File: src/rtl/tse_pkg.sv
package tse_pkg;

    typedef enum logic [2:0] {
        SEQ_L0_ONLY  = 3'd0,
        SEQ_PHYS_ACC = 3'd1,
        SEQ_PHYS_REJ = 3'd2,
        SEQ_CALIB    = 3'd3,
        SEQ_SOFT     = 3'd4,
        SEQ_RUN_BEG  = 3'd5,
        SEQ_RUN_END  = 3'd6,
        SEQ_ILLEGAL  = 3'd7
    } seq_code_e;

    typedef enum logic [1:0] {
        SRC_TICK = 2'd0,
        SRC_RAND = 2'd1,
        SRC_EXT  = 2'd2,
        SRC_SW   = 2'd3
    } start_src_e;

    localparam int unsigned LFSR_W = 16;

    function automatic logic code_has_l0(input logic [2:0] c);
        return c != SEQ_ILLEGAL;
    endfunction

    function automatic logic code_has_l1(input logic [2:0] c);
        return (c != SEQ_L0_ONLY) && (c != SEQ_ILLEGAL);
    endfunction

    function automatic logic code_l2_accept(input logic [2:0] c);
        return code_has_l1(c) && (c != SEQ_PHYS_REJ);
    endfunction

    function automatic logic [LFSR_W-1:0] lfsr_step(input logic [LFSR_W-1:0] x);
        return {x[LFSR_W-2:0], x[15] ^ x[14] ^ x[12] ^ x[3]};
    endfunction

endpackage

File: src/rtl/tse_lfsr.sv
module tse_lfsr
    import tse_pkg::*;
#(
    parameter logic [LFSR_W-1:0] SEED = 16'hACE1
) (
    input  logic              clk,
    input  logic              rst,
    output logic [LFSR_W-1:0] q
);
    always_ff @(posedge clk) begin
        if (rst) q <= SEED;
        else     q <= lfsr_step(q);
    end
endmodule

File: src/rtl/tse_start_sel.sv
module tse_start_sel
    import tse_pkg::*;
#(
    parameter int unsigned DIV_W = 16
) (
    input  logic              clk,
    input  logic              rst,
    input  logic [1:0]        src_sel,
    input  logic [DIV_W-1:0]  bc_div,
    input  logic [LFSR_W-1:0] rnd_thresh,
    input  logic              ext_pulse,
    input  logic              sw_req,
    output logic              start_o
);
    logic [DIV_W-1:0]  tick_cnt;
    logic              ext_q;
    logic [LFSR_W-1:0] rnd_val;

    tse_lfsr #(.SEED(16'hACE1)) u_rnd (.clk(clk), .rst(rst), .q(rnd_val));

    always_ff @(posedge clk) begin
        if (rst) begin
            tick_cnt <= '0;
            ext_q    <= 1'b0;
        end else begin
            ext_q <= ext_pulse;
            if (src_sel == SRC_TICK)
                tick_cnt <= (tick_cnt == bc_div) ? '0 : tick_cnt + 1'b1;
            else
                tick_cnt <= '0;
        end
    end

    always_comb begin
        unique case (src_sel)
            SRC_TICK: start_o = (tick_cnt == bc_div);
            SRC_RAND: start_o = (rnd_val <= rnd_thresh);
            SRC_EXT:  start_o = ext_pulse & ~ext_q;
            default:  start_o = sw_req;
        endcase
    end
endmodule

File: src/rtl/tse_prog_mem.sv
module tse_prog_mem #(
    parameter int unsigned DEPTH = 32,
    parameter int unsigned L1W   = 8,
    parameter int unsigned L2W   = 8,
    localparam int unsigned AW   = $clog2(DEPTH)
) (
    input  logic           clk,
    input  logic           rst,
    input  logic           we,
    input  logic [AW-1:0]  waddr,
    input  logic [2:0]     wcode,
    input  logic [L1W-1:0] wl1,
    input  logic [L2W-1:0] wl2,
    input  logic           werr,
    input  logic [AW-1:0]  raddr,
    output logic [2:0]     rcode,
    output logic [L1W-1:0] rl1,
    output logic [L2W-1:0] rl2,
    output logic           rerr
);
    typedef struct packed {
        logic [2:0]     code;
        logic [L1W-1:0] l1d;
        logic [L2W-1:0] l2d;
        logic           err;
    } entry_t;

    entry_t mem [DEPTH];

    for (genvar i = 0; i < DEPTH; i++) begin : g_ent
        always_ff @(posedge clk) begin
            if (rst)
                mem[i] <= '0;
            else if (we && waddr == AW'(i))
                mem[i] <= '{code: wcode, l1d: wl1, l2d: wl2, err: werr};
        end
    end

    assign rcode = mem[raddr].code;
    assign rl1   = mem[raddr].l1d;
    assign rl2   = mem[raddr].l2d;
    assign rerr  = mem[raddr].err;
endmodule

File: src/rtl/tse_engine.sv
module tse_engine
    import tse_pkg::*;
#(
    parameter int unsigned L0_LAT = 48,
    parameter int unsigned L1_LAT = 260,
    parameter int unsigned L2_LAT = 3520,
    parameter int unsigned DEPTH  = 32,
    parameter int unsigned L1W    = 8,
    parameter int unsigned L2W    = 8,
    parameter int unsigned CNT_W  = 16,
    localparam int unsigned AW    = $clog2(DEPTH),
    localparam int unsigned TW    = $clog2(L2_LAT + 1)
) (
    input  logic              clk,
    input  logic              rst,
    input  logic              start,
    input  logic              run_en,
    input  logic [AW:0]       prog_len,
    input  logic              force_err,
    input  logic              rnd_err_en,
    input  logic [LFSR_W-1:0] err_thresh,
    output logic [AW-1:0]     rd_addr,
    input  logic [2:0]        rd_code,
    input  logic [L1W-1:0]    rd_l1,
    input  logic [L2W-1:0]    rd_l2,
    input  logic              rd_err,
    output logic              l0_o,
    output logic              l1_o,
    output logic              l2_acc_o,
    output logic              l2_rej_o,
    output logic              err_o,
    output logic [2:0]        seq_code_o,
    output logic [L1W-1:0]    l1_data_o,
    output logic [L2W-1:0]    l2_data_o,
    output logic [CNT_W-1:0]  busy_cnt_o
);
    typedef struct packed {
        logic [2:0]     code;
        logic [L1W-1:0] l1d;
        logic [L2W-1:0] l2d;
        logic           bad;
    } run_t;

    logic              active;
    logic [TW-1:0]     tmr;
    run_t              cur;
    logic [AW-1:0]     ptr;
    logic              force_pend;
    logic [CNT_W-1:0]  busy_cnt;
    logic [LFSR_W-1:0] err_val;
    logic              accept, dropped, rnd_hit;
    logic [TW-1:0]     last_slot;
    logic [AW:0]       ptr_inc;

    tse_lfsr #(.SEED(16'h5EED)) u_err (.clk(clk), .rst(rst), .q(err_val));

    assign accept    = start && run_en && !active;
    assign dropped   = start && run_en && active;
    assign rnd_hit   = rd_err && rnd_err_en && (err_val <= err_thresh);
    assign last_slot = code_has_l1(cur.code) ? TW'(L2_LAT) : TW'(L1_LAT);
    assign ptr_inc   = {1'b0, ptr} + 1'b1;
    assign rd_addr   = ptr;

    always_ff @(posedge clk) begin
        if (rst) begin
            active     <= 1'b0;
            tmr        <= '0;
            cur        <= '0;
            ptr        <= '0;
            force_pend <= 1'b0;
            busy_cnt   <= '0;
        end else begin
            if (dropped) busy_cnt <= busy_cnt + 1'b1;
            if (!run_en) ptr <= '0;
            if (accept) begin
                active     <= 1'b1;
                tmr        <= '0;
                cur        <= '{code: rd_code, l1d: rd_l1, l2d: rd_l2,
                                bad: force_pend | rnd_hit};
                force_pend <= force_err;
                ptr        <= (ptr_inc >= prog_len) ? '0 : ptr_inc[AW-1:0];
            end else begin
                if (force_err) force_pend <= 1'b1;
                if (active) begin
                    if (tmr == last_slot) active <= 1'b0;
                    else                  tmr    <= tmr + 1'b1;
                end
            end
        end
    end

    assign l0_o       = active && tmr == TW'(L0_LAT) && code_has_l0(cur.code);
    assign l1_o       = active && tmr == TW'(L1_LAT) && code_has_l1(cur.code);
    assign l2_acc_o   = active && tmr == TW'(L2_LAT) && !cur.bad && code_l2_accept(cur.code);
    assign l2_rej_o   = active && tmr == TW'(L2_LAT) && !cur.bad && cur.code == SEQ_PHYS_REJ;
    assign err_o      = active && tmr == '0 && cur.bad;
    assign seq_code_o = cur.code;
    assign l1_data_o  = cur.l1d;
    assign l2_data_o  = cur.l2d;
    assign busy_cnt_o = busy_cnt;

    // Helpers for the protocol-order checks below.
    logic seen_l0, seen_l1;
    always_ff @(posedge clk) begin
        if (rst || accept) begin
            seen_l0 <= 1'b0;
            seen_l1 <= 1'b0;
        end else begin
            if (l0_o) seen_l0 <= 1'b1;
            if (l1_o) seen_l1 <= 1'b1;
        end
    end

    a_r2_l0_single_cycle: assert property (@(posedge clk) disable iff (rst)
        l0_o |=> !l0_o);
    a_r3_l1_after_l0: assert property (@(posedge clk) disable iff (rst)
        l1_o |-> seen_l0);
    a_r4_l2_after_l1: assert property (@(posedge clk) disable iff (rst)
        (l2_acc_o || l2_rej_o) |-> seen_l1);
    a_r4_one_l2_kind: assert property (@(posedge clk) disable iff (rst)
        $onehot0({l2_acc_o, l2_rej_o, l1_o, l0_o}));
    a_r6_busy_count: assert property (@(posedge clk) disable iff (rst)
        (start && run_en && active) |=> busy_cnt == $past(busy_cnt) + 1'b1);
    a_r12_no_count_idle: assert property (@(posedge clk) disable iff (rst)
        (!run_en || !start) |=> $stable(busy_cnt));
endmodule

File: src/rtl/trig_seq_emu.sv
module trig_seq_emu
    import tse_pkg::*;
#(
    parameter int unsigned L0_LAT = 48,
    parameter int unsigned L1_LAT = 260,
    parameter int unsigned L2_LAT = 3520,
    parameter int unsigned DEPTH  = 32,
    parameter int unsigned L1W    = 8,
    parameter int unsigned L2W    = 8,
    parameter int unsigned DIV_W  = 16,
    parameter int unsigned CNT_W  = 16,
    localparam int unsigned AW    = $clog2(DEPTH)
) (
    input  logic             clk,
    input  logic             rst,
    input  logic             run_en,
    input  logic [1:0]       src_sel,
    input  logic [DIV_W-1:0] bc_div,
    input  logic [15:0]      rnd_thresh,
    input  logic             ext_pulse,
    input  logic             sw_req,
    input  logic             prog_we,
    input  logic [AW-1:0]    prog_addr,
    input  logic [2:0]       prog_code,
    input  logic [L1W-1:0]   prog_l1_data,
    input  logic [L2W-1:0]   prog_l2_data,
    input  logic             prog_err,
    input  logic [AW:0]      prog_len,
    input  logic             force_err,
    input  logic             rnd_err_en,
    input  logic [15:0]      err_thresh,
    output logic             l0_o,
    output logic             l1_o,
    output logic             l2_acc_o,
    output logic             l2_rej_o,
    output logic             err_o,
    output logic [2:0]       seq_code_o,
    output logic [L1W-1:0]   l1_data_o,
    output logic [L2W-1:0]   l2_data_o,
    output logic [CNT_W-1:0] busy_rej_cnt_o
);
    logic           start;
    logic [AW-1:0]  rd_addr;
    logic [2:0]     rd_code;
    logic [L1W-1:0] rd_l1;
    logic [L2W-1:0] rd_l2;
    logic           rd_err;

    tse_start_sel #(.DIV_W(DIV_W)) u_src (
        .clk(clk), .rst(rst), .src_sel(src_sel), .bc_div(bc_div),
        .rnd_thresh(rnd_thresh), .ext_pulse(ext_pulse), .sw_req(sw_req),
        .start_o(start)
    );

    tse_prog_mem #(.DEPTH(DEPTH), .L1W(L1W), .L2W(L2W)) u_mem (
        .clk(clk), .rst(rst), .we(prog_we), .waddr(prog_addr),
        .wcode(prog_code), .wl1(prog_l1_data), .wl2(prog_l2_data),
        .werr(prog_err), .raddr(rd_addr), .rcode(rd_code), .rl1(rd_l1),
        .rl2(rd_l2), .rerr(rd_err)
    );

    tse_engine #(
        .L0_LAT(L0_LAT), .L1_LAT(L1_LAT), .L2_LAT(L2_LAT), .DEPTH(DEPTH),
        .L1W(L1W), .L2W(L2W), .CNT_W(CNT_W)
    ) u_eng (
        .clk(clk), .rst(rst), .start(start), .run_en(run_en),
        .prog_len(prog_len), .force_err(force_err), .rnd_err_en(rnd_err_en),
        .err_thresh(err_thresh), .rd_addr(rd_addr), .rd_code(rd_code),
        .rd_l1(rd_l1), .rd_l2(rd_l2), .rd_err(rd_err),
        .l0_o(l0_o), .l1_o(l1_o), .l2_acc_o(l2_acc_o), .l2_rej_o(l2_rej_o),
        .err_o(err_o), .seq_code_o(seq_code_o), .l1_data_o(l1_data_o),
        .l2_data_o(l2_data_o), .busy_cnt_o(busy_rej_cnt_o)
    );

    a_r1_quiet_after_reset: assert property (@(posedge clk)
        rst |=> !(l0_o || l1_o || l2_acc_o || l2_rej_o || err_o) && busy_rej_cnt_o == '0);
endmodule

File: config.mk
export PLATFORM = sky130hd
export DESIGN_NAME = trig_seq_emu
export DESIGN_NICKNAME = d
export VERILOG_FILES = /design/src/rtl/tse_pkg.sv /design/src/rtl/tse_lfsr.sv /design/src/rtl/tse_start_sel.sv /design/src/rtl/tse_prog_mem.sv /design/src/rtl/tse_engine.sv /design/src/rtl/trig_seq_emu.sv
export SDC_FILE = /design/constraint.sdc
export NUM_CORES = 1
export LEC_CHECK = 0
export BUFFER_PORTS_ARGS = -buffer_cell sky130_fd_sc_hd__buf_2
export CAP_MARGIN = 20
export CORE_ASPECT_RATIO = 1.2
export CORE_MARGIN = 4
export CORE_UTILIZATION = 27
export CTS_CLUSTER_SIZE = 16
export DETAILED_ROUTE_END_ITERATION = 6
export RECOVER_POWER = 100
export SYNTH_ARGS = -nofsm -noshare
export SYNTH_HDL_FRONTEND = slang
export SYNTH_SLANG_ARGS = --single-unit
File: constraint.sdc
create_clock -name clk -period 4 [get_ports clk]
set_clock_uncertainty 0.05 [all_clocks]
set_input_delay 1 -clock clk [delete_from_list [all_inputs] [get_ports clk]]
set_output_delay 1 -clock clk [all_outputs]
set_load 0.1 [all_outputs]
==> impl_metrics.toml, run 1 <==
[pwr]
vdd_drop_max_mv = 0.288
p_comb_share_pct = 8.7
seq_power_share_pct = 52.1
powerDensity_nw_per_um2 = 438
p_sw_share_pct = 23.2
clkPwrFrac_pct = 39.2
p_switching_w = 0.00402
power.leakage_nw = 12.9
cellInternalPower_w = 0.0133

[clock_network]
clk_pin_slew_ps = 60
cts_root_buf = "clkbuf_16"
htreeDepth = 3
cts_tree = "yes"
hold_buffers = 0
cts_sinks = 749
clk_latency_ps = 610
cts_inserted_buffers = 72
clk_path_buf_depth = 3

[logic_synthesis]
yosysMostFrequentCell = "and2_1"
yosysTopAreaCell = "edfxtp_1"
synth.distinct_cells = 54
ys_seq_area_share_pct = 61.3
syn-instance-count = 2448
syn_area_per_cell_sq_um = 14.3
syn_nets = 2580
ys.flop_type = "edfxtp_1"
synth-edff-count = 640
yosys_warnings = 0
synthArstFlopShare_pct = 0
netlist_top_cells_area = "edfxtp_1 (55%), mux4_2 (13%), and2_1 (11%), dfxtp_1 (6.2%), clkbuf_1 (1.8%)"
synth_top_area_share_pct = 55.0
synth_seq_cells = 749
syn_area_sq_um = 34900
synthTopCellsByCount = "and2_1 (642), edfxtp_1 (640), mux4_2 (198), clkbuf_1 (164), dfxtp_1 (109)"

[place]
io_buffer_count = 128
place_congestion = 0.820
place_hpwl_um = 56800

[worst_setup_path]
cp.required_ps = 2950
cp.arrival_ps = 2820
end_kind = "output pin"
startpoint_type = "register"
max_stage_delay_ps = 550
cp_slowest_cell = "or4b_4"
reg2regPathDepth = 7
rrSetupSlack_ps = 870
critPathKind = "reg -> out"
r2r-start = "u_src.tick_cnt[11]"
cp_cell_sequence = "inv_1, ha_1, nand2b_1, or4b_4, or3_4, nor4_4, and3_4, buf_12"
path_max_fanout = 6

[floorplanning]
chipWidth_um = 336
core_region_area_sq_um = 128000
rows = 144
die_h_um = 402
die_area_sq_um = 135000
start_util_pct = 27.2
ios = 129

[routing]
drt-total-wl_um = 88200
drt-initial-drc-count = 1703
viasPerCell = 4.58
ant_nets = 0
via_count = 19500
first_pass_iters = 5
drc = 0
routedWlPerCell_um = 20.7

[cells_and_area]
multiInputGateArea_sq_um = 12400
layout-drive-gt1-share_pct = 18.6
seq_area_sq_um = 21400
fin_nets = 2647
area_delta_synth_final_pct = 13.2
fillCellCount = 12700

[job]
drv_cap = 4

[min_path]
min_to = "u_src.u_rnd.q[7]"
min_from = "u_src.u_rnd.q[6]"
min_path_type = "reg -> reg"
whs_path_depth = 1

[global_routing]
grt-ovfl-total = 0
grt_use_total_pct = 12.8
grt_pass1_vias = 19900
grt_pass1_wl_um = 131000
antenna_found_initial = 4
grt_max_degree = 72

[timing]
setup_viol = 0
holdWs_ps = 394
drv_slew = 153
tightestPinTransition_ps = 2260
slew_headroom_pct = -50.5
hold_viol_final = 0
fin_crit_sh_pct = 96.8
min_period_ps = 3870
tns_ps = 0
fmax_ghz = 0.258

[outcome]
status = "finished with violations"
violations = "capacitance limit, slew limit"
==> cell usage in the layout (no fill, tap or decap), types with 7 or more instances in the layout <==
cell       instances
a21oi_1           33
buf_12             7
inv_1             51
clkinv_2           7
mux2_2            14
dfxtp_1          103
nor4_1            11
clkbuf_16         76
a211oi_1          23
clkbuf_2          19
nor2b_1           31
nand2b_1           7
buf_4             16
and2_0           309
or3_1              7
nand2_1           45
or2_2             19
o21ai_0           34
and2_1           333
nor2_1            73
clkinv_1          15
ha_1              43
nor3_1            41
buf_2             86
clkbuf_1         110
xor2_1            13
nand4_1           26
edfxtp_1         640
nand3_1           29
mux2i_1           24
mux4_2           198
xnor2_1           33
==> power groups by stage <==
stage	Combinational [W]	Sequential [W]	Clock, W
global placement	0.00155	0.00917	0
global route	0.00161	0.00906	0.00725
detailed placement	0.00156	0.00918	0
CTS	0.00156	0.00902	0.00696
finish	0.00151	0.00902	0.00678
floorplan	0.00104	0.00913	0
==> registers in the layout (all words and copies together), names as in the netlist, named ones only <==
name and flops:
u_mem.mem 640, u_eng.busy_cnt_o 16, u_eng.u_err.q 16, u_src.tick_cnt 16, u_src.u_rnd.q 16, u_eng.tmr 12, u_eng.l1_data_o 8, u_eng.l2_data_o 8
u_eng.rd_addr 5, u_eng.seq_code_o 3, u_eng.active 1, u_eng.cur 1, u_eng.force_pend 1, u_src.ext_q 1
==> routing by layer <==
layer / global-route usage, % / vias to the layer above / wire, um
li1: - / 9041 / -
met1: 17.1 / 9868 / 37600
met2: 21.6 / 482 / 43400
met3: 1.95 / 97 / 4930
met4: 3.77 / 2 / 2260
met5: 0 / - / 14
==> kinds of logic after synthesis <==
logic type | count (synthesis) | synth area share (%)
xor gates and xnor gates | 46 | 1.15
DFF | 749 | 61.3
buffers and inverters | 279 | 3.44
muxes | 236 | 13.9
adders and majority gates | 43 | 1.54
and+or+nand+nor | 965 | 16.3
AOI/OAI and AO/OA | 130 | 2.40
==> layout make-up <==
type / instances / area share (%)
sequential: 749 / 54.1
multi-input combinational: 1420 / 31.3
tap: 1679 / 5.31
clock buffer: 98 / 5.12
timing repair buffer: 221 / 2.88
clock inverter: 34 / 0.746
inverter: 51 / 0.484
antenna: 4 / 0.0253
==> repair_timing <==
action / CTS / global route
hold endpoints to repair: 0 / 0
setup buffers: 0 / 0
resized for setup: 5 / 12
pin swaps: 0 / 1
endpoints found under the setup margin: 2 / 3
==> per-stage QoR <==
| stage | instances | instance area [sq um] | util [%] | power, W | setup slack, ps |
|---|---|---|---|---|---|
| 6_report | 4256 | 39600 | 30.8 | 0.0173 | 128 |
| 5_1_grt | 4252 | 39600 | 30.8 | 0.0179 | -17.8 |
| 4_1_cts | 4252 | 39900 | 31.1 | 0.0175 | 68.3 |
| 3_5_place_dp | 4120 | 37600 | 29.2 | 0.0107 | 503 |
| 3_3_place_gp | 4120 | 37600 | 29.2 | 0.0107 | 517 |
| 2_1_floorplan | 2448 | 35000 | - | 0.0102 | -87.5 |
==> how the worst max path moves through the flow <==
stage / startpoint / end / slack (ps) / depth (start not counted)
floorplan: u_eng.tmr[6] / err_o / -90 / 4
global placement: u_eng.tmr[0] / l2_rej_o / 520 / 8
detailed placement: u_eng.tmr[0] / l2_acc_o / 500 / 8
CTS: u_eng.tmr[6] / err_o / 70 / 5
global route: u_eng.tmr[0] / l2_acc_o / -20 / 8
finish: u_eng.tmr[0] / l2_rej_o / 130 / 8
==> worst max-delay path, delay by kind of cell, from the launching register on <==
kind                     cells  cell delay, ps
adder cells (fa/ha/maj)      1             140
buffers and inverters        2             230
flip-flops                   1             350
AND/OR/NAND/NOR              5            1510
(Power assumes the default switching activity.)
==> run 2: changes to the inputs <==
==> constraint.sdc (replaced) <==
create_clock -name clk -period 4.4 [get_ports clk]
set_clock_uncertainty 0.05 [all_clocks]
set_input_delay 1.1 -clock clk [delete_from_list [all_inputs] [get_ports clk]]
set_output_delay 1.1 -clock clk [all_outputs]
set_load 0.1 [all_outputs]
==> impl_metrics.toml, run 2 (synthesis gave the netlist of run 1 again) <==
[outcome]
status = "finished with violations"
violations = "capacitance limit, slew limit"

[timing]
tightestPinTransition_ps = 2230
min_period_ps = 4140
setup_viol = 0
fmax_ghz = 0.241
hold_viol_final = 0
tns_ps = 0
slew_headroom_pct = -48.9
drv_slew = 252
fin_crit_sh_pct = 94.2
holdWs_ps = 392
rsz0062_at_grt = "false"

[clock_network]
postCtsSetupBuffers = 0
cts_root_buf = "clkbuf_16"
cts_sinks = 749
cts_tree = "yes"
cts_inserted_buffers = 72
htreeDepth = 3
clk_latency_ps = 630
clk_pin_slew_ps = 70
clk_path_buf_depth = 3

[routing]
via_count = 19800
viasPerCell = 4.66
routedWlPerCell_um = 21.3
drc = 0
first_pass_iters = 5
drt-initial-drc-count = 1816
ant_nets = 0
drt-total-wl_um = 90300

[job]
drv_cap = 11

[place]
place_congestion = 0.803
io_buffer_count = 128
place_hpwl_um = 57600
dp_cells = 4115

[global_routing]
grt_use_total_pct = 13.0
grt_pass1_wl_um = 133000
grt_max_degree = 61
grt_pass1_vias = 19800
antenna_found_initial = 7
grt-ovfl-total = 0

[pwr]
clkPwrFrac_pct = 38.5
vdd_drop_max_mv = 0.253
p_sw_share_pct = 23.8
power.leakage_nw = 12.7
power_w = 0.0156
cellInternalPower_w = 0.0119
p_comb_share_pct = 8.8
powerDensity_nw_per_um2 = 396
seq_power_share_pct = 52.7
p_switching_w = 0.00371

[worst_setup_path]
rrSetupSlack_ps = 680
end_kind = "output pin"
cp.arrival_ps = 2990
critPathKind = "reg -> out"
cp.required_ps = 3250
path_max_fanout = 6
startpoint_type = "register"

[floorplanning]
die_area_sq_um = 135000
rows = 144
die_h_um = 402
core_region_area_sq_um = 128000
start_util_pct = 27.2
chipWidth_um = 336
ios = 129

[cells_and_area]
area_delta_synth_final_pct = 12.6
layout-drive-gt1-share_pct = 17.6
final_cells = 4245
largest_register = "u_mem.mem"
mostFrequentLayoutCell = "edfxtp_1"
final_cell_mix = "edfxtp_1 (640), and2_1 (330), and2_0 (312)"
fin_util_pct = 30.6
largest_reg_flops = 640
fin_nets = 2642

[min_path]
min_path_type = "reg -> reg"
==> run 2: final timing paths <==
path / startpoint / to / cells past startpoint
min: u_src.u_rnd.q[9] / u_src.u_rnd.q[10] / 1
min reg2reg: u_src.u_rnd.q[9] / u_src.u_rnd.q[10] / 1
max reg2reg: u_src.tick_cnt[11] / u_eng.l2_data_o[4] / 7
max: u_eng.tmr[0] / l2_acc_o / 8
==> run 2: area by class of cell <==
type | instances | area [sq um]
fillers | 12700 | 89100
flip-flops and latches | 749 | 21400
multi-input cells | 1420 | 12300
well taps | 1679 | 2100
clock buffers | 95 | 1980
repair buffers | 216 | 1070
clock inverters | 32 | 240
inverters | 51 | 191
diodes | 3 | 7.51
==> run 2: stage by stage <==
stage / setup slack (ps) / area [sq um]
after global routing: 82.5 / 39300
after CTS: 133 / 39700
final: 255 / 39300
after floorplan: 213 / 35000
after global placement: 821 / 37500
after detailed placement: 788 / 37500
==> run 2: routing by layer <==
layer	GRT usage (%)	up-vias	routed length, um
li1	-	9018	-
met1	17.7	10100	38600
met2	21.9	572	44000
met3	1.88	102	5140
met4	3.53	2	2460
met5	0	-	10
==> run 2: repair_timing <==
| item | CTS | global route |
|---|---|---|
| gates resized for setup | 0 | 2 |
| setup endpoints to repair | 0 | 2 |
| hold buffers | 0 | 0 |
==> run 2: power by group through the flow <==
stage | sequential (W) | combinational (W) | clock, W
2_1_floorplan | 0.00830 | 0.000948 | 0
6_report | 0.00822 | 0.00137 | 0.00600
3_3_place_gp | 0.00835 | 0.00140 | 0
3_5_place_dp | 0.00836 | 0.00141 | 0
5_1_grt | 0.00825 | 0.00145 | 0.00640
4_1_cts | 0.00821 | 0.00141 | 0.00613
==> run 2: worst max-delay path, stage by stage, from the launching register on <==
cell and delay (ps):
dfxtp_1 360, inv_1 80, ha_1 130, nand2b_1 60
or4b_1 580, or3_1 370, nor4_1 270, and3_1 210
clkbuf_4 330
==> run 3: changes to the inputs <==
--- a/config.mk
+++ b/config.mk
@@ -12,7 +12,7 @@
 export CORE_UTILIZATION = 27
 export CTS_CLUSTER_SIZE = 16
 export DETAILED_ROUTE_END_ITERATION = 6
-export RECOVER_POWER = 100
+export RECOVER_POWER = 50
 export SYNTH_ARGS = -nofsm -noshare
 export SYNTH_HDL_FRONTEND = slang
 export SYNTH_SLANG_ARGS = --single-unit
==> impl_metrics.toml, run 3 (synthesis gave the netlist of run 1 again) <==
[timing]
hold_viol_final = 0
setup_viol = 0
slew_headroom_pct = -46.8
fmax_ghz = 0.241
min_period_ps = 4140
drv_slew = 177
tightestPinTransition_ps = 2200
tns_ps = 0
rsz0062_at_grt = "false"
fin_crit_sh_pct = 94.2

[clock_network]
postCtsSetupBuffers = 0
cts_resized = 0
htreeDepth = 3
clk_latency_ps = 630
cts_root_buf = "clkbuf_16"
cts_sinks = 749
clk_path_buf_depth = 3
hold_buffers = 0
cts_inserted_buffers = 72
cts_tree = "yes"
clk_pin_slew_ps = 70

[min_path]
whs_path_depth = 1
min_path_type = "reg -> reg"

[pwr]
p_comb_share_pct = 8.8
cellInternalPower_w = 0.0119
p_sw_share_pct = 23.8
vdd_drop_max_mv = 0.254
powerDensity_nw_per_um2 = 394
seq_power_share_pct = 52.7
clkPwrFrac_pct = 38.5
p_switching_w = 0.00371
power.leakage_nw = 13.3

[worst_setup_path]
critPathKind = "reg -> out"
crit_buf_inv = 2
reg2regPathDepth = 5
cp.required_ps = 3250
startpoint_type = "register"
crit_cells = 8
cp_cell_sequence = "inv_1, ha_1, nand2b_1, or4b_1, or3_1, nor4_1, and3_1, clkbuf_4"
end_kind = "output pin"
cp_slowest_cell = "or4b_1"
max_stage_delay_ps = 580
cp.arrival_ps = 2990
crit_family = "simple AND/OR/NAND/NOR gates"
path_max_fanout = 6

[routing]
via_count = 19800
ant_nets = 0
drt-total-wl_um = 89700
viasPerCell = 4.66
drc = 0
first_pass_iters = 5
routedWlPerCell_um = 21.1
drt-initial-drc-count = 1773

[floorplanning]
chipWidth_um = 336
ios = 129
die_area_sq_um = 135000
rows = 144
start_util_pct = 27.2
core_region_area_sq_um = 128000
die_h_um = 402

[cells_and_area]
largest_reg_flops = 640
mostFrequentLayoutCell = "edfxtp_1"
area_delta_synth_final_pct = 13.1
final_cell_mix = "edfxtp_1 (640), and2_1 (633), mux4_2 (198)"
fillCellCount = 12700
layout-drive-gt1-share_pct = 20.4
largest_register = "u_mem.mem"
fin_nets = 2642
fin_util_pct = 30.8

[place]
io_buffer_count = 128
place_hpwl_um = 57600
place_congestion = 0.803

[job]
drv_cap = 7

[global_routing]
grt_use_total_pct = 13.0
antenna_found_initial = 7
grt_pass1_vias = 19800
grt_max_degree = 61
grt_pass1_wl_um = 133000
grt-ovfl-total = 0

[outcome]
status = "finished with violations"
violations = "capacitance limit, slew limit"
## run 3: cell count changes in the layout (fill, tap and decap cells not counted), moves of 2 or more
cell      previous run  this run
buf_4               15        46
and2_1             330       633
nor3_2               1         3
a22oi_1              2         0
clkbuf_1           124        57
buf_2               85       124
a22oi_2              0         2
and2_0             312         9
clkbuf_2             3         0
nor3_1              42        40
## run 3: per-stage QoR
stage | power [W] | hold WS [ps] | std cells | area [sq um] | setup WS, ps
floorplan | 0.00925 | 369 | 2448 | 35000 | 213
global placement | 0.00975 | 380 | 4115 | 37500 | 821
detailed placement | 0.00977 | 383 | 4115 | 37500 | 788
CTS | 0.0158 | 397 | 4242 | 39700 | 133
global route | 0.0161 | 404 | 4242 | 39500 | 82.5
finish | 0.0156 | 394 | 4246 | 39500 | 256
## run 3: worst register-to-register path, cell delays in order (launching register included)
cell and delay (ps):
dfxtp_4 890, buf_4 440, mux4_2 600, mux4_2 590
mux2i_1 310, a211oi_1 120
## run 3: path summary, 6_finish.rpt
check                   startpoint            endpoint  slack, ps
setup / recovery      u_eng.tmr[0]            l2_acc_o        260
hold / removal    u_src.u_rnd.q[9]   u_src.u_rnd.q[10]        390
setup reg to reg          register  u_eng.l1_data_o[5]       1170
hold reg to reg   u_src.u_rnd.q[9]   u_src.u_rnd.q[10]        390
## run 3: power groups by stage
stage | Combinational [W] | Sequential [W] | Clock (W)
detailed placement | 0.00141 | 0.00836 | 0
finish | 0.00137 | 0.00822 | 0.00600
global route | 0.00146 | 0.00825 | 0.00640
global placement | 0.00140 | 0.00835 | 0
floorplan | 0.000948 | 0.00830 | 0
CTS | 0.00141 | 0.00821 | 0.00613
## run 3: routing by layer
layer / vias to the layer above / global-route usage [%] / share of wire (%)
li1: 9028 / - / -
met1: 10100 / 17.7 / 43
met2: 579 / 21.9 / 49
met3: 99 / 1.88 / 6.2
met4: 2 / 3.53 / 2.4
met5: - / 0 / 0.011
## run 3: cell type report
| class | instances | area, sq um | share of cell area (%) |
|---|---|---|---|
| diodes | 4 | 10.0 | 0.0253 |
| clock buffers | 95 | 1980 | 5.02 |
| clock inverters | 32 | 240 | 0.608 |
| inverters | 51 | 191 | 0.484 |
| multi-input cells | 1420 | 12400 | 31.3 |
| flip-flops and latches | 749 | 21400 | 54.2 |
| well taps | 1679 | 2100 | 5.31 |
| repair buffers | 216 | 1230 | 3.11 |
